## src/rtl/dbg_pkg.sv

```systemverilog
package dbg_pkg;

  typedef enum logic [1:0] {
    ACT_BRKOUT = 2'b00,
    ACT_HALT   = 2'b01,
    ACT_TRAP   = 2'b10,
    ACT_IRQ    = 2'b11
  } act_e;

  typedef struct packed {
    logic susp;
    act_e act;
    logic en;
  } spec_t;

  typedef enum logic [1:0] {
    CAUSE_NONE = 2'd0,
    CAUSE_EXT  = 2'd1,
    CAUSE_SW   = 2'd2,
    CAUSE_PROT = 2'd3
  } cause_e;

  localparam int SRC_EXT  = 0;
  localparam int SRC_SW   = 1;
  localparam int SRC_PROT = 2;
  localparam int N_SRC    = 3;

endpackage

```

## src/rtl/dbg_ext_sync.sv

```systemverilog
module dbg_ext_sync #(
  parameter int STAGES = 2
) (
  input  logic clk,
  input  logic rst,
  input  logic pin_n,
  input  logic route_en,
  output logic evt
);
  logic [STAGES-1:0] chain_q;
  logic              last_d_q;

  generate
    if (STAGES == 1) begin : g_one
      always_ff @(posedge clk) begin
        if (rst) chain_q <= '1;
        else     chain_q <= pin_n;
      end
    end else begin : g_many
      always_ff @(posedge clk) begin
        if (rst) chain_q <= '1;
        else     chain_q <= {chain_q[STAGES-2:0], pin_n};
      end
    end
  endgenerate

  always_ff @(posedge clk) begin
    if (rst) last_d_q <= 1'b1;
    else     last_d_q <= chain_q[STAGES-1];
  end

  assign evt = route_en & ~chain_q[STAGES-1] & last_d_q;

  // A falling transition cannot repeat on the next cycle
  assert_no_repeat_R5: assert property (@(posedge clk) disable iff (rst)
    evt |=> !evt);

endmodule

```

## src/rtl/dbg_instr_decode.sv

```systemverilog
module dbg_instr_decode #(
  parameter int          ADDR_W        = 16,
  parameter logic [15:0] SW16_CODE     = 16'h00A0,
  parameter logic [31:0] SW32_CODE     = 32'h0100_00A1,
  parameter int          DBGREG_BASE   = 'hFD00,
  parameter int          DBGREG_CNT    = 9,
  parameter int          DBGREG_STRIDE = 4
) (
  input  logic              dbg_mode_en,
  input  logic              instr_valid,
  input  logic [31:0]       instr_word,
  input  logic              creg_valid,
  input  logic [ADDR_W-1:0] creg_addr,
  output logic              sw_evt,
  output logic              prot_evt
);
  logic [DBGREG_CNT-1:0] hit;
  logic is16, is32;

  generate
    for (genvar k = 0; k < DBGREG_CNT; k++) begin : g_exempt
      localparam logic [ADDR_W-1:0] ADDR_K = ADDR_W'(DBGREG_BASE + k*DBGREG_STRIDE);
      assign hit[k] = (creg_addr == ADDR_K);
    end
  endgenerate

  assign is16 = ~instr_word[0] & (instr_word[15:0] == SW16_CODE);
  assign is32 =  instr_word[0] & (instr_word == SW32_CODE);

  assign sw_evt   = instr_valid & dbg_mode_en & (is16 | is32);
  assign prot_evt = creg_valid & ~(|hit);

endmodule

```

## src/rtl/dbg_spec_regs.sv

```systemverilog
module dbg_spec_regs
  import dbg_pkg::*;
#(
  parameter int NS    = N_SRC,
  parameter int SEL_W = 2
) (
  input  logic             clk,
  input  logic             rst,
  input  logic             cfg_we,
  input  logic [SEL_W-1:0] cfg_sel,
  input  logic [3:0]       cfg_wdata,
  output spec_t [NS-1:0]   spec_q
);
  generate
    for (genvar i = 0; i < NS; i++) begin : g_spec
      always_ff @(posedge clk) begin
        if (rst)
          spec_q[i] <= '0;
        else if (cfg_we && (cfg_sel == SEL_W'(i)))
          spec_q[i] <= spec_t'(cfg_wdata);
      end
    end
  endgenerate

  // Writes to an unused select leave every specifier unchanged
  assert_unused_sel_R2: assert property (@(posedge clk) disable iff (rst)
    (cfg_we && (int'(cfg_sel) >= NS)) |=> $stable(spec_q));

endmodule

```

## src/rtl/dbg_event_dispatch.sv

```systemverilog
module dbg_event_dispatch
  import dbg_pkg::*;
#(
  parameter int ADDR_W      = 16,
  parameter int SYNC_STAGES = 2
) (
  input  logic              clk,
  input  logic              rst,
  input  logic              cfg_we,
  input  logic [1:0]        cfg_sel,
  input  logic [3:0]        cfg_wdata,
  input  logic              brk_in_n,
  input  logic              brk_route_en,
  input  logic              dbg_mode_en,
  input  logic              instr_valid,
  input  logic [31:0]       instr_word,
  input  logic              creg_valid,
  input  logic [ADDR_W-1:0] creg_addr,
  input  logic              resume,
  output logic              brk_out,
  output logic              halt,
  output logic              trap_req,
  output logic              irq_req,
  output logic              suspend_out,
  output logic [1:0]        halt_cause
);
  localparam int SRC_W = $clog2(N_SRC);

  spec_t [N_SRC-1:0] spec_q;
  logic  [N_SRC-1:0] evt, qual;
  logic              ext_evt, sw_evt, prot_evt;
  logic              win_vld;
  logic [SRC_W-1:0]  win_idx;
  spec_t             win_spec;
  cause_e            win_cause, cause_q;
  logic              halt_set;

  dbg_spec_regs #(.NS(N_SRC), .SEL_W(2)) i_regs (
    .clk(clk), .rst(rst), .cfg_we(cfg_we), .cfg_sel(cfg_sel),
    .cfg_wdata(cfg_wdata), .spec_q(spec_q)
  );

  dbg_ext_sync #(.STAGES(SYNC_STAGES)) i_sync (
    .clk(clk), .rst(rst), .pin_n(brk_in_n), .route_en(brk_route_en), .evt(ext_evt)
  );

  dbg_instr_decode #(.ADDR_W(ADDR_W)) i_dec (
    .dbg_mode_en(dbg_mode_en), .instr_valid(instr_valid), .instr_word(instr_word),
    .creg_valid(creg_valid), .creg_addr(creg_addr), .sw_evt(sw_evt), .prot_evt(prot_evt)
  );

  always_comb begin
    evt           = '0;
    evt[SRC_EXT]  = ext_evt;
    evt[SRC_SW]   = sw_evt;
    evt[SRC_PROT] = prot_evt;
    for (int i = 0; i < N_SRC; i++) qual[i] = evt[i] & spec_q[i].en;
  end

  // Lowest index wins: scan from lowest priority upward
  always_comb begin
    win_vld = 1'b0;
    win_idx = '0;
    for (int i = N_SRC-1; i >= 0; i--) begin
      if (qual[i]) begin
        win_vld = 1'b1;
        win_idx = SRC_W'(i);
      end
    end
    win_spec  = spec_q[win_idx];
    win_cause = cause_e'(win_idx + SRC_W'(1));
  end

  assign halt_set = win_vld && (win_spec.act == ACT_HALT);

  always_ff @(posedge clk) begin
    if (rst) begin
      brk_out     <= 1'b0;
      trap_req    <= 1'b0;
      irq_req     <= 1'b0;
      suspend_out <= 1'b0;
      halt        <= 1'b0;
      cause_q     <= CAUSE_NONE;
    end else begin
      brk_out     <= win_vld && (win_spec.act == ACT_BRKOUT);
      trap_req    <= win_vld && (win_spec.act == ACT_TRAP);
      irq_req     <= win_vld && (win_spec.act == ACT_IRQ);
      suspend_out <= win_vld && win_spec.susp;
      if (halt_set) begin
        halt <= 1'b1;
        if (!halt || resume) cause_q <= win_cause;
      end else if (resume) begin
        halt    <= 1'b0;
        cause_q <= CAUSE_NONE;
      end
    end
  end

  assign halt_cause = cause_q;

  assert_single_action_R3: assert property (@(posedge clk) disable iff (rst)
    $onehot0({brk_out, trap_req, irq_req}));

  assert_halt_held_R9: assert property (@(posedge clk) disable iff (rst)
    (halt && !resume) |=> halt);

  assert_cause_set_R9: assert property (@(posedge clk) disable iff (rst)
    halt |-> (halt_cause != CAUSE_NONE));

  assert_cause_clear_R9: assert property (@(posedge clk) disable iff (rst)
    !halt |-> (halt_cause == CAUSE_NONE));

  assert_susp_with_action_R4: assert property (@(posedge clk) disable iff (rst)
    suspend_out |-> (brk_out || trap_req || irq_req || halt));

endmodule

```

## config.mk

```make
export PLATFORM = sky130hd
export DESIGN_NAME = dbg_event_dispatch
export DESIGN_NICKNAME = d
export VERILOG_FILES = /design/src/rtl/dbg_pkg.sv /design/src/rtl/dbg_ext_sync.sv /design/src/rtl/dbg_instr_decode.sv /design/src/rtl/dbg_spec_regs.sv /design/src/rtl/dbg_event_dispatch.sv
export SDC_FILE = /design/constraint.sdc
export NUM_CORES = 1
export LEC_CHECK = 0
export BUFFER_PORTS_ARGS = -buffer_cell sky130_fd_sc_hd__buf_2
export CAP_MARGIN = 20
export CORE_ASPECT_RATIO = 0.6
export CORE_MARGIN = 8
export CORE_UTILIZATION = 40
export DETAILED_ROUTE_END_ITERATION = 12
export PLACE_DENSITY = 0.76
export SKIP_CTS_REPAIR_TIMING = 1
export SLEW_MARGIN = 20
export SYNTH_ARGS = -nofsm -noshare
export SYNTH_HDL_FRONTEND = slang
export SYNTH_SLANG_ARGS = --single-unit
```

## constraint.sdc

```tcl
create_clock -name clk -period 3.09 [get_ports clk]
set_input_delay 0.309 -clock clk [delete_from_list [all_inputs] [get_ports clk]]
set_output_delay 0.309 -clock clk [all_outputs]
set_load 0.02 [all_outputs]
```

==> impl_results.md, run 1 <==
* #FFs+latches synth at 22
* Crit path max-delay cell type: nor4_4
* Core Region at 2557 µm²
* Worst setup path category: input pin to flop
* Multi-input logic area at 645.6 µm²
* Worst hold path class: input pin to flop
* CP required at 3.27 ns
* Max_cap viols at 0
* First-pass GRT wire length at 5064 µm
* Cell variety after synth at 34
* Drt pass-1 iters at 4
* Final Hold Viols at 0
* Post-Route Skew at 0.001794 ns
* RD Place Congestion at 0.8242
* Chip Height at 56.64 µm
* Yosys top cell by area: dfxtp_1
* Port bufs at 69
* HPWL after DPL at 2696 µm
* Fillers at approximately 220
* Root Driver: clkbuf_8
* Syn Area/Cell at 11.01 µm²
* Worst-path cell chain: buf_2 -> nor4_2 -> a41oi_2 -> nor4_4 -> mux2_2 -> mux2_4 -> nor4_4 -> mux2i_1
* PD cells at 409.2 nW/µm²
* CTS tree: built
* Antenna Nets Post-Route at 0
* Latest clock arrival within the worst-skew pair at between 0.2 and 0.3 ns
* Ports at 70
* Post-Syn Nets at about 160
* Mapped Cells at 100
* DRC at 0
* Vias at 1,021
* Max-slew headroom at 0.4597
* Vias per inst at 5.030
* Share of layout cells above drive strength 1 at 0.5439
* EDFF count, synth at 0
* Synth warn at 0
* Setup Viol. Count Final at 0
* Area grow syn2layout at 40.45%
* Grt total ovfl at 0
* WP data arrival at 2.60 ns
* Non-Filler Instances at 203
* Worst-margin pin slew at 0.8087 ns
* GRT Resource Usage Total at 0.1278
* Crit start category: input pin
* Max incr delay on CP at approximately 0.45 ns
* DR iter-0 viols at 32
* Tmin final at 2.416 ns
* Core Util, Final at 0.6047
* Drt wl/cell at approximately 15 µm
* Max FO, Critical Path at 5
* Setup_tns at 0 ns
* Post-Place Cells at between 150 and 200
* DRT Wirelength at 3114 µm
* Largest net degree at the start of global routing at 21
* Ant diodes at 0
* Top-count cell post-synth: dfxtp_1
* Total die area at 4742 µm²
* Initial Util at 0.4305
* Most used DFF post-synth: dfxtp_1
* Final cycle utilization of the critical path at 0.7819
* Setup crit end kind: flop
* Row count at 14
* Main area contributors after synthesis: dfxtp_1 (40%), mux2i_1 (14%), nor2_1 (5.1%)
* Worst-case vdd ir drop at 0.2703 mV
* Fmax at 413.9 MHz
* Top-area cell type share of the netlist area at 0.4000
* Pins Over Slew Limit at 0
* Unrepaired setup endpoints after global routing: no
* CTS buffer count at 3
* CP most frequent cell: nor4_4
* Static Leak at about 0.74 nW
* Netlist Area Pre-Place at 1101 µm²
* DIE WIDTH at 83.73 µm
* Depth of the CTS H-tree at 1
* Vias in the first global route at approximately 1,100
* Initial antenna violation count at 0
* Max Root-Sink Buffers at 2
* Ys async rst share at 0
* Synth top cells by count: dfxtp_1 (22), mux2i_1 (15), nor2_1 (15), or2_2 (5)
* Register cell area after layout at 440.4 µm²
* Clock Pin Slew Worst Setup and Hold Paths at ~0.08 ns
* Clock sink count at 22
* Sequential-to-total area share from yosys stat at 0.4000
* Status: finished, final reports clean
* # nets final at between 200 and 250
## layout by cell type, fill, tap and decap left out
master	count
mux2i_2	1
nor2b_1	1
and4b_2	1
nor3_1	1
nor4_2	3
nand3b_1	2
nand2b_4	1
or2_2	5
mux2_2	1
clkbuf_8	3
and2b_1	1
a41oi_2	1
inv_1	1
o21ba_1	1
or2_1	1
or3_1	1
mux2_4	2
buf_2	69
nand2_1	3
a211oi_1	1
nor4bb_1	2
o31ai_1	1
nor2_1	15
and4b_1	1
nand3b_4	1
nor4b_1	3
nor4_4	2
nand4_1	2
bufinv_16	1
nor3b_1	3
nor4b_4	1
and3_2	1
nor4_1	1
dfxtp_1	22
mux2i_1	15
## path summary, 6_finish.rpt
check	slack, ns	start	endpoint	cells after the start
min reg2reg	0.42	i_sync.chain_q[0]$_SDFF_PP1_	i_sync.chain_q[1]$_SDFF_PP1_	1
max	0.67	instr_word[18]	halt_cause[0]$_SDFFE_PP0P_	8
max reg2reg	0.73	i_sync.chain_q[1]$_SDFF_PP1_	halt_cause[0]$_SDFFE_PP0P_	6
min	0.23	brk_in_n	i_sync.chain_q[0]$_SDFF_PP1_	2
## cell type report
cell class	instances	share of cell area
clock buffers	3	0.02670
multi-input cells	75	0.4175
clock inverters	1	0.01942
well taps	32	0.02589
repair buffers	69	0.2233
inverters	1	0.002427
flip-flops and latches	22	0.2848
## flip-flops by register name, indices dropped and copies added (netlist names)
| name | flops |
|---|---|
| brk_out | 1 |
| halt | 1 |
| halt_cause | 2 |
| i_regs.spec_q | 12 |
| i_sync.chain_q | 2 |
| i_sync.last_d_q | 1 |
| irq_req | 1 |
| suspend_out | 1 |
| trap_req | 1 |
## worst max-delay path, delay by kind of cell
kind	cells	cell delay, ns
buffers and inverters	1	0.10
AND/OR/NAND/NOR	3	1.08
multiplexers	3	0.92
AO/OA/AOI/OAI	1	0.19
## where the power goes
group / switching (mW) / internal, mW
Clock: 0.0868 / 0.173
Combinational: 0.0330 / 0.0464
Sequential: 0.00347 / 0.290
Total: 0.123 / 0.510
## logic make-up after synthesis
kind of cell,share of synthesized area
AO/OA/AOI/OAI,0.03751
buffers and inverters,0.01363
flip-flops,0.4000
multiplexers,0.1864
AND/OR/NAND/NOR,0.3625
## routing by layer
layer | vias up | wire [µm] | GRT usage
met3 | 2 | 281 | 0.06187
met4 | 0 | 14 | 0.01467
met5 | - | 0 | 0
met2 | 49 | 1390 | 0.2048
li1 | 509 | - | -
met1 | 461 | 1427 | 0.1551
## per-stage QoR
step | total power [mW] | hold slack, ns | area (µm²) | setup WS [ns]
after global placement | 0.3769 | 0.3995 | 1475 | 0.5163
after floorplan | 0.3325 | 0.3895 | 1101 | 0.7259
final | 0.6329 | 0.2280 | 1546 | 0.6739
after global routing | 0.6607 | 0.2240 | 1546 | 0.5007
after CTS | 0.6409 | 0.2223 | 1546 | 0.6314
after detailed placement | 0.3798 | 0.3980 | 1475 | 0.3593
No activity file was read; power rests on OpenSTA's default activity.
==> inputs of run 2 (changes only) <==
Settings changed: CORE_UTILIZATION 40 to 37, PLACE_DENSITY 0.76 to 0.74.
Clock period 3.09 ns to 2.17 ns, I/O delays scaled along.
==> run 2 against run 1 <==
Clock power grew 43%. Sequential cell count is the same. Final cell count grew 8.4%. Clock skew grew 0.0050 ns. Count of clock-buffer cells in the layout is the same. Combinational power grew 51%. Sequential share of layout area shrank 1.6 points.
==> impl_results.md, run 2 (synthesis results as in run 1) <==
* Total die area at 5035 µm²
* Flop-to-flop setup slack at 0.04 ns
* Worst setup path endpoint: halt_cause[0]$_SDFFE_PP0P_
* CTS buffer count at 3
* Power, Total at about 0.91 mW
* Min Hold Slack at 0.1407 ns
* Most common cell after layout, fill and taps aside: buf_2
* Port bufs at 69
* Post-place setup slack at -0.2196 ns
* Setup_tns at 0 ns
* Tmin final at 2.129 ns
* Final Hold Viols at 0
* Area grow syn2layout at 49.20%
* Critical Path Start: i_sync.chain_q[1]$_SDFF_PP1_
* Fillers at roughly 250
* Worst R2R End: halt_cause[0]$_SDFFE_PP0P_
* RD Place Congestion at 0.8804
* DRT Wirelength at 3269 µm
* Ant diodes at 0
* Drt pass-1 iters at 4
* GRT Resource Usage Total at 0.1258
* Share of layout cells above drive strength 1 at 0.5843
* Core Region at 2853 µm²
* Grt total ovfl at 0
* Clock sink count at 22
* Vias at 1,040
* Vias in the first global route at 1,111
* First-pass GRT wire length at 5112 µm
* DR iter-0 viols at 21
* CP required at 2.36 ns
* # nets final at 242
* Largest net degree at the start of global routing at 21
* Setup ws final at between 0.04 and 0.05 ns
* Worst hold path class: input pin to flop
* Ports at 70
* Crit start category: flop
* Largest register FFs at 12
* Fmax at 469.7 MHz
* Biggest register: i_regs.spec_q
* Clock Pin Slew Worst Setup and Hold Paths at 0.08 ns
* Max_cap viols at 0
* PD cells at 554.3 nW/µm²
* Status: finished, final reports clean
* Setup Viol. Count Final at 0
* Depth of the CTS H-tree at 1
* Final cycle utilization of the critical path at 0.9811
* RR Startpoint: i_sync.chain_q[1]$_SDFF_PP1_
* Root Driver: clkbuf_8
* CTS tree: built
* Initial antenna violation count at 0
* DRC at 0
* Drt wl/cell at 14.86 µm
* Unrepaired setup endpoints after global routing: yes
* Vias per inst at 4.727
* Worst-case vdd ir drop at approximately 0.55 mV
* Max Root-Sink Buffers at 2
* DIE WIDTH at 86.43 µm
* WP data arrival at between 2 and 2.5 ns
* Max-slew headroom at 0.5607
* Post-Route Skew at just under 0.007 ns
* Row count at 15
* Setup crit end kind: flop
* Latest clock arrival within the worst-skew pair at 0.26 ns
* Initial Util at 0.3860
* Pins Over Slew Limit at 0
* Worst setup path category: flop to flop
* Chip Height at 58.26 µm
* Static Leak at 0.7848 nW
* Most frequent cells in the layout: buf_2 (69), dfxtp_1 (21), nor2_1 (15), mux2i_1 (15), buf_4 (7)
* Worst-margin pin slew at 0.6575 ns
* Max FO, Critical Path at 4
* Antenna Nets Post-Route at 0
* R2R cell count at 7
* HPWL after DPL at 2806 µm
[run 2: worst min-delay path by stage]
stage,depth (start not counted),startpoint,slack (ns),to
after detailed placement,1,i_sync.chain_q[0]$_SDFF_PP1_,0.39,i_sync.chain_q[1]$_SDFF_PP1_
after CTS,2,brk_in_n,0.13,i_sync.chain_q[0]$_SDFF_PP1_
after global placement,1,i_sync.chain_q[0]$_SDFF_PP1_,0.40,i_sync.chain_q[1]$_SDFF_PP1_
after floorplan,1,brk_in_n,0.32,i_sync.chain_q[0]$_SDFF_PP1_
after global routing,2,brk_in_n,0.14,i_sync.chain_q[0]$_SDFF_PP1_
final,2,brk_in_n,0.14,i_sync.chain_q[0]$_SDFF_PP1_
[run 2: cell type report]
class,count,area [µm²],share of cell area
Sequential cell,22,441.7,0.2688
Inverter,1,3.754,0.002285
Timing Repair Buffer,76,397.9,0.2422
Tap cell,42,52.55,0.03199
Clock inverter,1,30.03,0.01828
Clock buffer,3,41.29,0.02513
Multi-Input combinational cell,75,675.6,0.4113
[run 2: power by group]
group          internal, mW  switching [mW]  leakage (nW)
clock network         0.246           0.126        0.0357
logic                0.0700          0.0496         0.571
registers             0.414         0.00497         0.178
[run 2: layer usage]
layer	vias up	global-route usage	share of wire
met5	-	0	0
met4	0	0.01460	0
met3	0	0.06479	0.12
met1	466	0.1351	0.41
li1	522	-	-
met2	52	0.2219	0.46
[run 2: through the flow]
stage / instances / instance area (µm²) / utilization
after detailed placement: 214 / 1541 / 0.5404
after global routing: 220 / 1643 / 0.5759
final: 220 / 1643 / 0.5759
after CTS: 218 / 1613 / 0.5654
after floorplan: 100 / 1117 / -
after global placement: 214 / 1541 / 0.5404
[run 2: worst max-delay path, cell delays in order (launching register included)]
cell and delay, ns:
dfxtp_2 0.32, and4b_2 0.25, nor4_4 0.27, buf_4 0.17, mux2_4 0.29, mux2_4 0.27
nor4_4 0.26, mux2i_1 0.22
